## config.mk

```make
export PLATFORM = sky130hd
export DESIGN_NAME = wreg_file
export DESIGN_NICKNAME = d
export VERILOG_FILES = /design/src/rtl/wreg_file_pkg.sv /design/src/rtl/wreg_ptr_unit.sv /design/src/rtl/wreg_mem_port.sv /design/src/rtl/wreg_write_arb.sv /design/src/rtl/wreg_file.sv
export SDC_FILE = /design/constraint.sdc
export NUM_CORES = 1
export LEC_CHECK = 0
export BUFFER_PORTS_ARGS = -buffer_cell sky130_fd_sc_hd__buf_2
export CORE_MARGIN = 2
export CORE_UTILIZATION = 35
export CTS_BUF_LIST = sky130_fd_sc_hd__clkbuf_4 sky130_fd_sc_hd__clkbuf_8
export DETAILED_ROUTE_END_ITERATION = 7
export GPL_TIMING_DRIVEN = 0
export MAX_ROUTING_LAYER = met4
export PLACE_DENSITY_LB_ADDON = 0.1
export SKIP_CTS_REPAIR_TIMING = 1
export SLEW_MARGIN = 0
export SYNTH_ARGS = -nofsm -noshare
export SYNTH_HDL_FRONTEND = slang
export SYNTH_SLANG_ARGS = --single-unit
export TNS_END_PERCENT = 50
```

## constraint.sdc

```tcl
create_clock -name clk -period 12.25 [get_ports clk]
set_input_delay 1.225 -clock clk [delete_from_list [all_inputs] [get_ports clk]]
set_output_delay 1.225 -clock clk [all_outputs]
set_load 0.01 [all_outputs]
```

## src/rtl/wreg_file_pkg.sv

```systemverilog
package wreg_file_pkg;

  // Pointer operation encoding
  typedef enum logic [1:0] {
    PTR_READ    = 2'd0,
    PTR_DISP    = 2'd1,
    PTR_POSTINC = 2'd2,
    PTR_PREDEC  = 2'd3
  } ptr_op_e;

  // True when the operation rewrites the pointer
  function automatic logic ptr_op_updates(input ptr_op_e op);
    return (op == PTR_POSTINC) || (op == PTR_PREDEC);
  endfunction

endpackage

```

## src/rtl/wreg_ptr_unit.sv

```systemverilog
module wreg_ptr_unit
  import wreg_file_pkg::*;
#(
  parameter int NREGS    = 32,
  parameter int DW       = 8,
  parameter int NPTR     = 3,
  parameter int DISP_W   = 6,
  parameter int SEL_W    = $clog2(NREGS),
  parameter int PSEL_W   = 2,
  parameter int PTR_BASE = NREGS - 2 * NPTR,
  parameter int PW       = 2 * DW
) (
  input  logic [NREGS-1:0][DW-1:0] regs,
  input  ptr_op_e                  op,
  input  logic [PSEL_W-1:0]        sel,
  input  logic [DISP_W-1:0]        disp,
  output logic [PW-1:0]            addr,
  output logic [NREGS-1:0]         we_vec,
  output logic [NREGS-1:0][DW-1:0] wval_vec
);

  // Pointer arithmetic, all modulo 2^PW
  function automatic logic [PW-1:0] ptr_plus_one(input logic [PW-1:0] v);
    return v + PW'(1);
  endfunction

  function automatic logic [PW-1:0] ptr_minus_one(input logic [PW-1:0] v);
    return v - PW'(1);
  endfunction

  function automatic logic [PW-1:0] ptr_offset(input logic [PW-1:0] v,
                                               input logic [DISP_W-1:0] d);
    return v + PW'(d);
  endfunction

  logic             sel_valid;
  logic [PW-1:0]    cur;
  logic [PW-1:0]    nxt;
  logic [SEL_W-1:0] lo_idx;
  logic [SEL_W-1:0] hi_idx;

  // Select one pointer first, so a single adder serves all three
  always_comb begin
    sel_valid = 1'b0;
    cur       = '0;
    lo_idx    = '0;
    hi_idx    = '0;
    for (int p = 0; p < NPTR; p++) begin
      if (sel == PSEL_W'(p)) begin
        sel_valid = 1'b1;
        cur       = {regs[PTR_BASE + 2 * p + 1], regs[PTR_BASE + 2 * p]};
        lo_idx    = SEL_W'(PTR_BASE + 2 * p);
        hi_idx    = SEL_W'(PTR_BASE + 2 * p + 1);
      end
    end
  end

  // Effective address and written-back value
  always_comb begin
    nxt  = cur;
    addr = '0;
    if (sel_valid) begin
      unique case (op)
        PTR_READ:    addr = cur;
        PTR_DISP:    addr = ptr_offset(cur, disp);
        PTR_POSTINC: begin
          nxt  = ptr_plus_one(cur);
          addr = cur;
        end
        PTR_PREDEC:  begin
          nxt  = ptr_minus_one(cur);
          addr = nxt;
        end
        default:     addr = cur;
      endcase
    end
  end

  // Both bytes are written together, low byte in the even register
  always_comb begin
    we_vec   = '0;
    wval_vec = '0;
    if (sel_valid && ptr_op_updates(op)) begin
      we_vec[lo_idx]   = 1'b1;
      we_vec[hi_idx]   = 1'b1;
      wval_vec[lo_idx] = nxt[DW-1:0];
      wval_vec[hi_idx] = nxt[PW-1:DW];
    end
  end

endmodule

```

## src/rtl/wreg_mem_port.sv

```systemverilog
module wreg_mem_port #(
  parameter int NREGS = 32,
  parameter int DW    = 8,
  parameter int AW    = 16,
  parameter int SEL_W = $clog2(NREGS)
) (
  input  logic [NREGS-1:0][DW-1:0] regs,
  input  logic                     en,
  input  logic                     we,
  input  logic [AW-1:0]            addr,
  output logic                     hit,
  output logic [DW-1:0]            rdata,
  output logic [NREGS-1:0]         we_vec
);

  // Window check: full address compare, so aliases above it miss
  function automatic logic in_window(input logic [AW-1:0] a);
    return a < AW'(NREGS);
  endfunction

  logic [SEL_W-1:0] idx;

  assign idx   = addr[SEL_W-1:0];
  assign hit   = en && in_window(addr);
  assign rdata = hit ? regs[idx] : '0;

  // One-hot write enable across the register window
  for (genvar i = 0; i < NREGS; i++) begin : g_dec
    assign we_vec[i] = hit && we && (idx == SEL_W'(i));
  end

endmodule

```

## src/rtl/wreg_write_arb.sv

```systemverilog
module wreg_write_arb #(
  parameter int NREGS = 32,
  parameter int DW    = 8
) (
  input  logic [NREGS-1:0]         alu_we,
  input  logic [DW-1:0]            alu_data,
  input  logic [NREGS-1:0]         mem_we,
  input  logic [DW-1:0]            mem_data,
  input  logic [NREGS-1:0]         ptr_we,
  input  logic [NREGS-1:0][DW-1:0] ptr_val,
  output logic [NREGS-1:0]         nxt_we,
  output logic [NREGS-1:0][DW-1:0] nxt_val,
  output logic [NREGS-1:0]         clash_vec
);

  // Per-register fixed priority: write port, then memory port, then pointer
  for (genvar i = 0; i < NREGS; i++) begin : g_reg
    assign nxt_we[i]    = alu_we[i] | mem_we[i] | ptr_we[i];
    assign nxt_val[i]   = alu_we[i] ? alu_data :
                          mem_we[i] ? mem_data : ptr_val[i];
    // Only the write-port against pointer overlap is reported
    assign clash_vec[i] = alu_we[i] & ptr_we[i];
  end

endmodule

```

## src/rtl/wreg_file.sv

```systemverilog
module wreg_file
  import wreg_file_pkg::*;
#(
  parameter int NREGS    = 32,
  parameter int DW       = 8,
  parameter int NPTR     = 3,
  parameter int IMM_BASE = 16,
  parameter int DISP_W   = 6,
  parameter int AW       = 16
) (
  input  logic                       clk,
  input  logic                       rst,
  input  logic [$clog2(NREGS)-1:0]   rd_a_sel,
  output logic [DW-1:0]              rd_a_data,
  input  logic [$clog2(NREGS)-1:0]   rd_b_sel,
  output logic [DW-1:0]              rd_b_data,
  input  logic                       wr_en,
  input  logic                       wr_imm,
  input  logic [$clog2(NREGS)-1:0]   wr_sel,
  input  logic [DW-1:0]              wr_data,
  output logic                       imm_illegal,
  input  logic [1:0]                 ptr_op,
  input  logic [$clog2(NPTR+1)-1:0]  ptr_sel,
  input  logic [DISP_W-1:0]          ptr_disp,
  output logic [2*DW-1:0]            ptr_addr,
  output logic                       ptr_conflict,
  input  logic                       mem_en,
  input  logic                       mem_we,
  input  logic [AW-1:0]              mem_addr,
  input  logic [DW-1:0]              mem_wdata,
  output logic [DW-1:0]              mem_rdata,
  output logic                       mem_hit
);

  localparam int SEL_W    = $clog2(NREGS);
  localparam int PSEL_W   = $clog2(NPTR + 1);
  localparam int PTR_BASE = NREGS - 2 * NPTR;
  localparam int PW       = 2 * DW;

  // Storage and named internal events
  logic [NREGS-1:0][DW-1:0] rf_q;
  logic [NREGS-1:0]         alu_we_vec;
  logic [NREGS-1:0]         mem_we_vec;
  logic [NREGS-1:0]         ptr_we_vec;
  logic [NREGS-1:0][DW-1:0] ptr_wval_vec;
  logic [NREGS-1:0]         nxt_we;
  logic [NREGS-1:0][DW-1:0] nxt_val;
  logic [NREGS-1:0]         clash_vec;
  logic                     alu_write_ok;

  // Read ports show the pre-edge contents, no bypass
  assign rd_a_data = rf_q[rd_a_sel];
  assign rd_b_data = rf_q[rd_b_sel];

  // Immediate-form target check
  assign imm_illegal  = wr_en && wr_imm && (wr_sel < SEL_W'(IMM_BASE));
  assign alu_write_ok = wr_en && !imm_illegal;

  for (genvar i = 0; i < NREGS; i++) begin : g_alu_dec
    assign alu_we_vec[i] = alu_write_ok && (wr_sel == SEL_W'(i));
  end

  wreg_ptr_unit #(
    .NREGS    (NREGS),
    .DW       (DW),
    .NPTR     (NPTR),
    .DISP_W   (DISP_W),
    .SEL_W    (SEL_W),
    .PSEL_W   (PSEL_W),
    .PTR_BASE (PTR_BASE),
    .PW       (PW)
  ) u_ptr (
    .regs     (rf_q),
    .op       (ptr_op_e'(ptr_op)),
    .sel      (ptr_sel),
    .disp     (ptr_disp),
    .addr     (ptr_addr),
    .we_vec   (ptr_we_vec),
    .wval_vec (ptr_wval_vec)
  );

  wreg_mem_port #(
    .NREGS (NREGS),
    .DW    (DW),
    .AW    (AW),
    .SEL_W (SEL_W)
  ) u_mem (
    .regs   (rf_q),
    .en     (mem_en),
    .we     (mem_we),
    .addr   (mem_addr),
    .hit    (mem_hit),
    .rdata  (mem_rdata),
    .we_vec (mem_we_vec)
  );

  wreg_write_arb #(
    .NREGS (NREGS),
    .DW    (DW)
  ) u_arb (
    .alu_we    (alu_we_vec),
    .alu_data  (wr_data),
    .mem_we    (mem_we_vec),
    .mem_data  (mem_wdata),
    .ptr_we    (ptr_we_vec),
    .ptr_val   (ptr_wval_vec),
    .nxt_we    (nxt_we),
    .nxt_val   (nxt_val),
    .clash_vec (clash_vec)
  );

  assign ptr_conflict = |clash_vec;

  // Register storage, synchronous clear
  always_ff @(posedge clk) begin
    if (rst) begin
      rf_q <= '0;
    end else begin
      for (int i = 0; i < NREGS; i++) begin
        if (nxt_we[i]) rf_q[i] <= nxt_val[i];
      end
    end
  end

endmodule

```

==> impl_metrics.env <==
export IMPL_ys_warn_count=0
export IMPL_ys_ff_latch=256
export IMPL_die_h_um=247
export IMPL_combPwrFrac=0.187
export IMPL_htree_num_levels=2
export IMPL_p_int_mw=1.56
export IMPL_fillers=5857
export IMPL_clockBufferDepth=3
export IMPL_biggestRegsByFlops="rf_q: 256 flops"
export IMPL_largest_register_ffs=256
export IMPL_insertion_delay_ns=0.67
export IMPL_place_gp_congestion=1.15
export IMPL_fp_row_count=88
export IMPL_crit_type="primary input to output port"
export IMPL_final_core_util=0.399
export IMPL_ys_seq_area_frac=0.249
export IMPL_min_path_type="register to register"
export IMPL_crit_required_ns=11.02
export IMPL_port_buffers=84
export IMPL_relSlewSlack=-0.00574
export IMPL_ys_types=82
export IMPL_p_sw_mw=0.778
export IMPL_worst_hold_slack_ns=0.512
export IMPL_grt_pass1_vias=20800
export IMPL_clock_root_buffer="clkbuf_8"
export IMPL_grt_pass1_wl_mm=160
export IMPL_power_density_mw_per_mm2=101
export IMPL_dieArea_mm2=0.0609
export IMPL_leakage_nw=7.50
export IMPL_overflow=0
export IMPL_syn_avg_cell_area_um2=9.13
export IMPL_dpl_hpwl_mm=87.4
export IMPL_worst_pin_slew_ns=1.49
export IMPL_mostFrequentLayoutCells="338 x nor2_1, 256 x dfxtp_1, 240 x mux4_2"
export IMPL_ir_drop_mv=0.0690
export IMPL_viasPerCell=6.93
export IMPL_ys_flop_type="dfxtp_1"
export IMPL_ant_nets=0
export IMPL_clk_pin_slew_ns=0.07
export IMPL_drt_total_wl_mm=115
export IMPL_fin_skew_ns=0.0181
export IMPL_cts_sinks=256
export IMPL_drt_iter0_markers=3209
export IMPL_wl_per_cell_um=36.0
export IMPL_dieWidth_um=247
export IMPL_slew_violations=1
export IMPL_synth_fp_nets=2335
export IMPL_synth_area_leaders="mux4_2 26%, dfxtp_1 25%, nor2_1 6.2%"
export IMPL_cp_end_kind="output port"
export IMPL_area_growth_pct=12.4
export IMPL_track_usage=0.387
export IMPL_synth_area_leader_cell="mux4_2"
export IMPL_drive_gt1_frac=0.207
export IMPL_clockPowerShare=0.437
export IMPL_min_period_ns=6.97
export IMPL_max_cap_violations=1
export IMPL_outcome="finished, violations left"
export IMPL_fin_crit_sh=0.569
export IMPL_hold_viol_final=0
export IMPL_async_flop_share=0
export IMPL_mostFrequentLayoutCell="nor2_1"
export IMPL_power_mw=2.34
export IMPL_fmax_mhz=144
export IMPL_core_mm2=0.0580
export IMPL_top_register="rf_q"
export IMPL_critPathLaunchType="primary input"
export IMPL_initial_core_util=0.355
export IMPL_grt_max_degree=14
export IMPL_netlist_instances=2259
export IMPL_rsz0062_at_grt="no"
export IMPL_cts_tree="done"
export IMPL_synth_edff_count=0
export IMPL_cp_data_arrival_time_ns=5.74
export IMPL_setup_violations=0
export IMPL_ios=106
export IMPL_syn_area_mm2=0.0206
export IMPL_ff2ff_path_depth=11
export IMPL_tns_ns=0
export IMPL_drt_pass1_iter_count=6
export IMPL_p_sw_frac=0.333
export IMPL_synth_top_cell_area_share=0.262
export IMPL_nets=2472
export IMPL_crit_fanout=11
export IMPL_whs_path_depth=2
export IMPL_seq_power_share=0.375
export IMPL_drc_errors=0
export IMPL_routed_via_count=22200
export IMPL_antenna_found_initial=9
export IMPL_cts_buffers_inserted=49
export IMPL_violations="capacitance limit, slew limit"
==> metal layers <==
layer  share of wire  global-route usage  vias to the layer above
met2            0.42               0.554                     1666
li1                -                   -                     8991
met4           0.084               0.257                        0
met3            0.12               0.105                      463
met1            0.37               0.476                    11100
met5               0                   -                        -
==> Yosys cell counts (all sizes together), types with 9 or more instances <==
cell    count
nor4       24
nand3b     13
and3       12
dfxtp     256
a311oi     95
ha         13
mux2i     112
o211ai     12
nand2b      9
clkbuf    187
nand2     212
o22ai      17
inv        10
buf        50
nor2b      20
or3        21
mux2       17
a21oi     105
mux4      240
nor3       61
a21o       10
xnor2      19
o21ai     104
a31oi      16
and2       14
nor2      346
nand3      74
a211oi    112
o31ai       9
==> critical path, stage by stage <==
cell,delay [ns]
buf_2,0.14
inv_1,0.14
ha_1,0.16
buf_4,0.18
clkbuf_1,0.51
nand3b_1,0.16
a21o_2,0.28
clkinv_2,0.24
ha_1,0.28
ha_1,0.25
a211oi_1,0.06
a2111o_1,0.46
a2bb2oi_1,0.36
maj3_1,0.31
maj3_1,0.25
a41o_1,0.20
nand2_1,0.06
mux2_1,0.33
buf_2,0.14
==> worst paths after layout <==
| check | endpoint | slack (ns) | from |
|---|---|---|---|
| worst max-delay path | ptr_addr[14] | 5.28 | ptr_sel[0] |
| worst min-delay path | rf_q[157] | 0.51 | rf_q[157] |
| worst max register to register | rf_q[4] | 8.45 | rf_q[208] |
| worst min register to register | rf_q[157] | 0.51 | rf_q[157] |
==> power groups by stage <==
| stage | sequential [mW] | combinational [mW] | clock [mW] |
|---|---|---|---|
| CTS | 0.875 | 0.421 | 1.02 |
| finish | 0.878 | 0.438 | 1.02 |
| global route | 0.877 | 0.449 | 1.05 |
| floorplan | 0.876 | 0.251 | 0 |
| detailed placement | 0.893 | 0.420 | 0 |
| global placement | 0.892 | 0.418 | 0 |
==> layout make-up <==
type                    instances  area (µm²)  area share
plain buffers                 237         955      0.0412
flip-flops and latches        256        5120       0.221
multi-input cells            1754       14500       0.626
clock inverters                 5        85.1     0.00367
repair buffers                 86         439      0.0189
well taps                     765         957      0.0413
diodes                          9        22.5    0.000972
inverters                      12        46.3     0.00200
clock buffers                  84        1050      0.0453
==> metrics by stage <==
| stage | instance area [µm²] | setup slack (ns) | cells |
|---|---|---|---|
| 6_report | 23200 | 5.28 | 3208 |
| 5_1_grt | 23200 | 5.15 | 3205 |
| 4_1_cts | 23200 | 5.37 | 3199 |
| 3_5_place_dp | 22000 | 5.38 | 3110 |
| 3_3_place_gp | 22000 | 5.37 | 3108 |
| 2_1_floorplan | 20600 | 6.45 | 2259 |
==> kinds of logic after synthesis <==
group / count (synthesis) / synth area share
and+or+nand+nor: 826 / 0.181
AOI/OAI and AO/OA: 523 / 0.176
muxes: 369 / 0.326
DFF: 256 / 0.249
buffers and inverters: 249 / 0.0485
xor gates and xnor gates: 20 / 0.0103
adders and majority gates: 16 / 0.00934
Note: power is estimated with default switching activity, not from simulation.
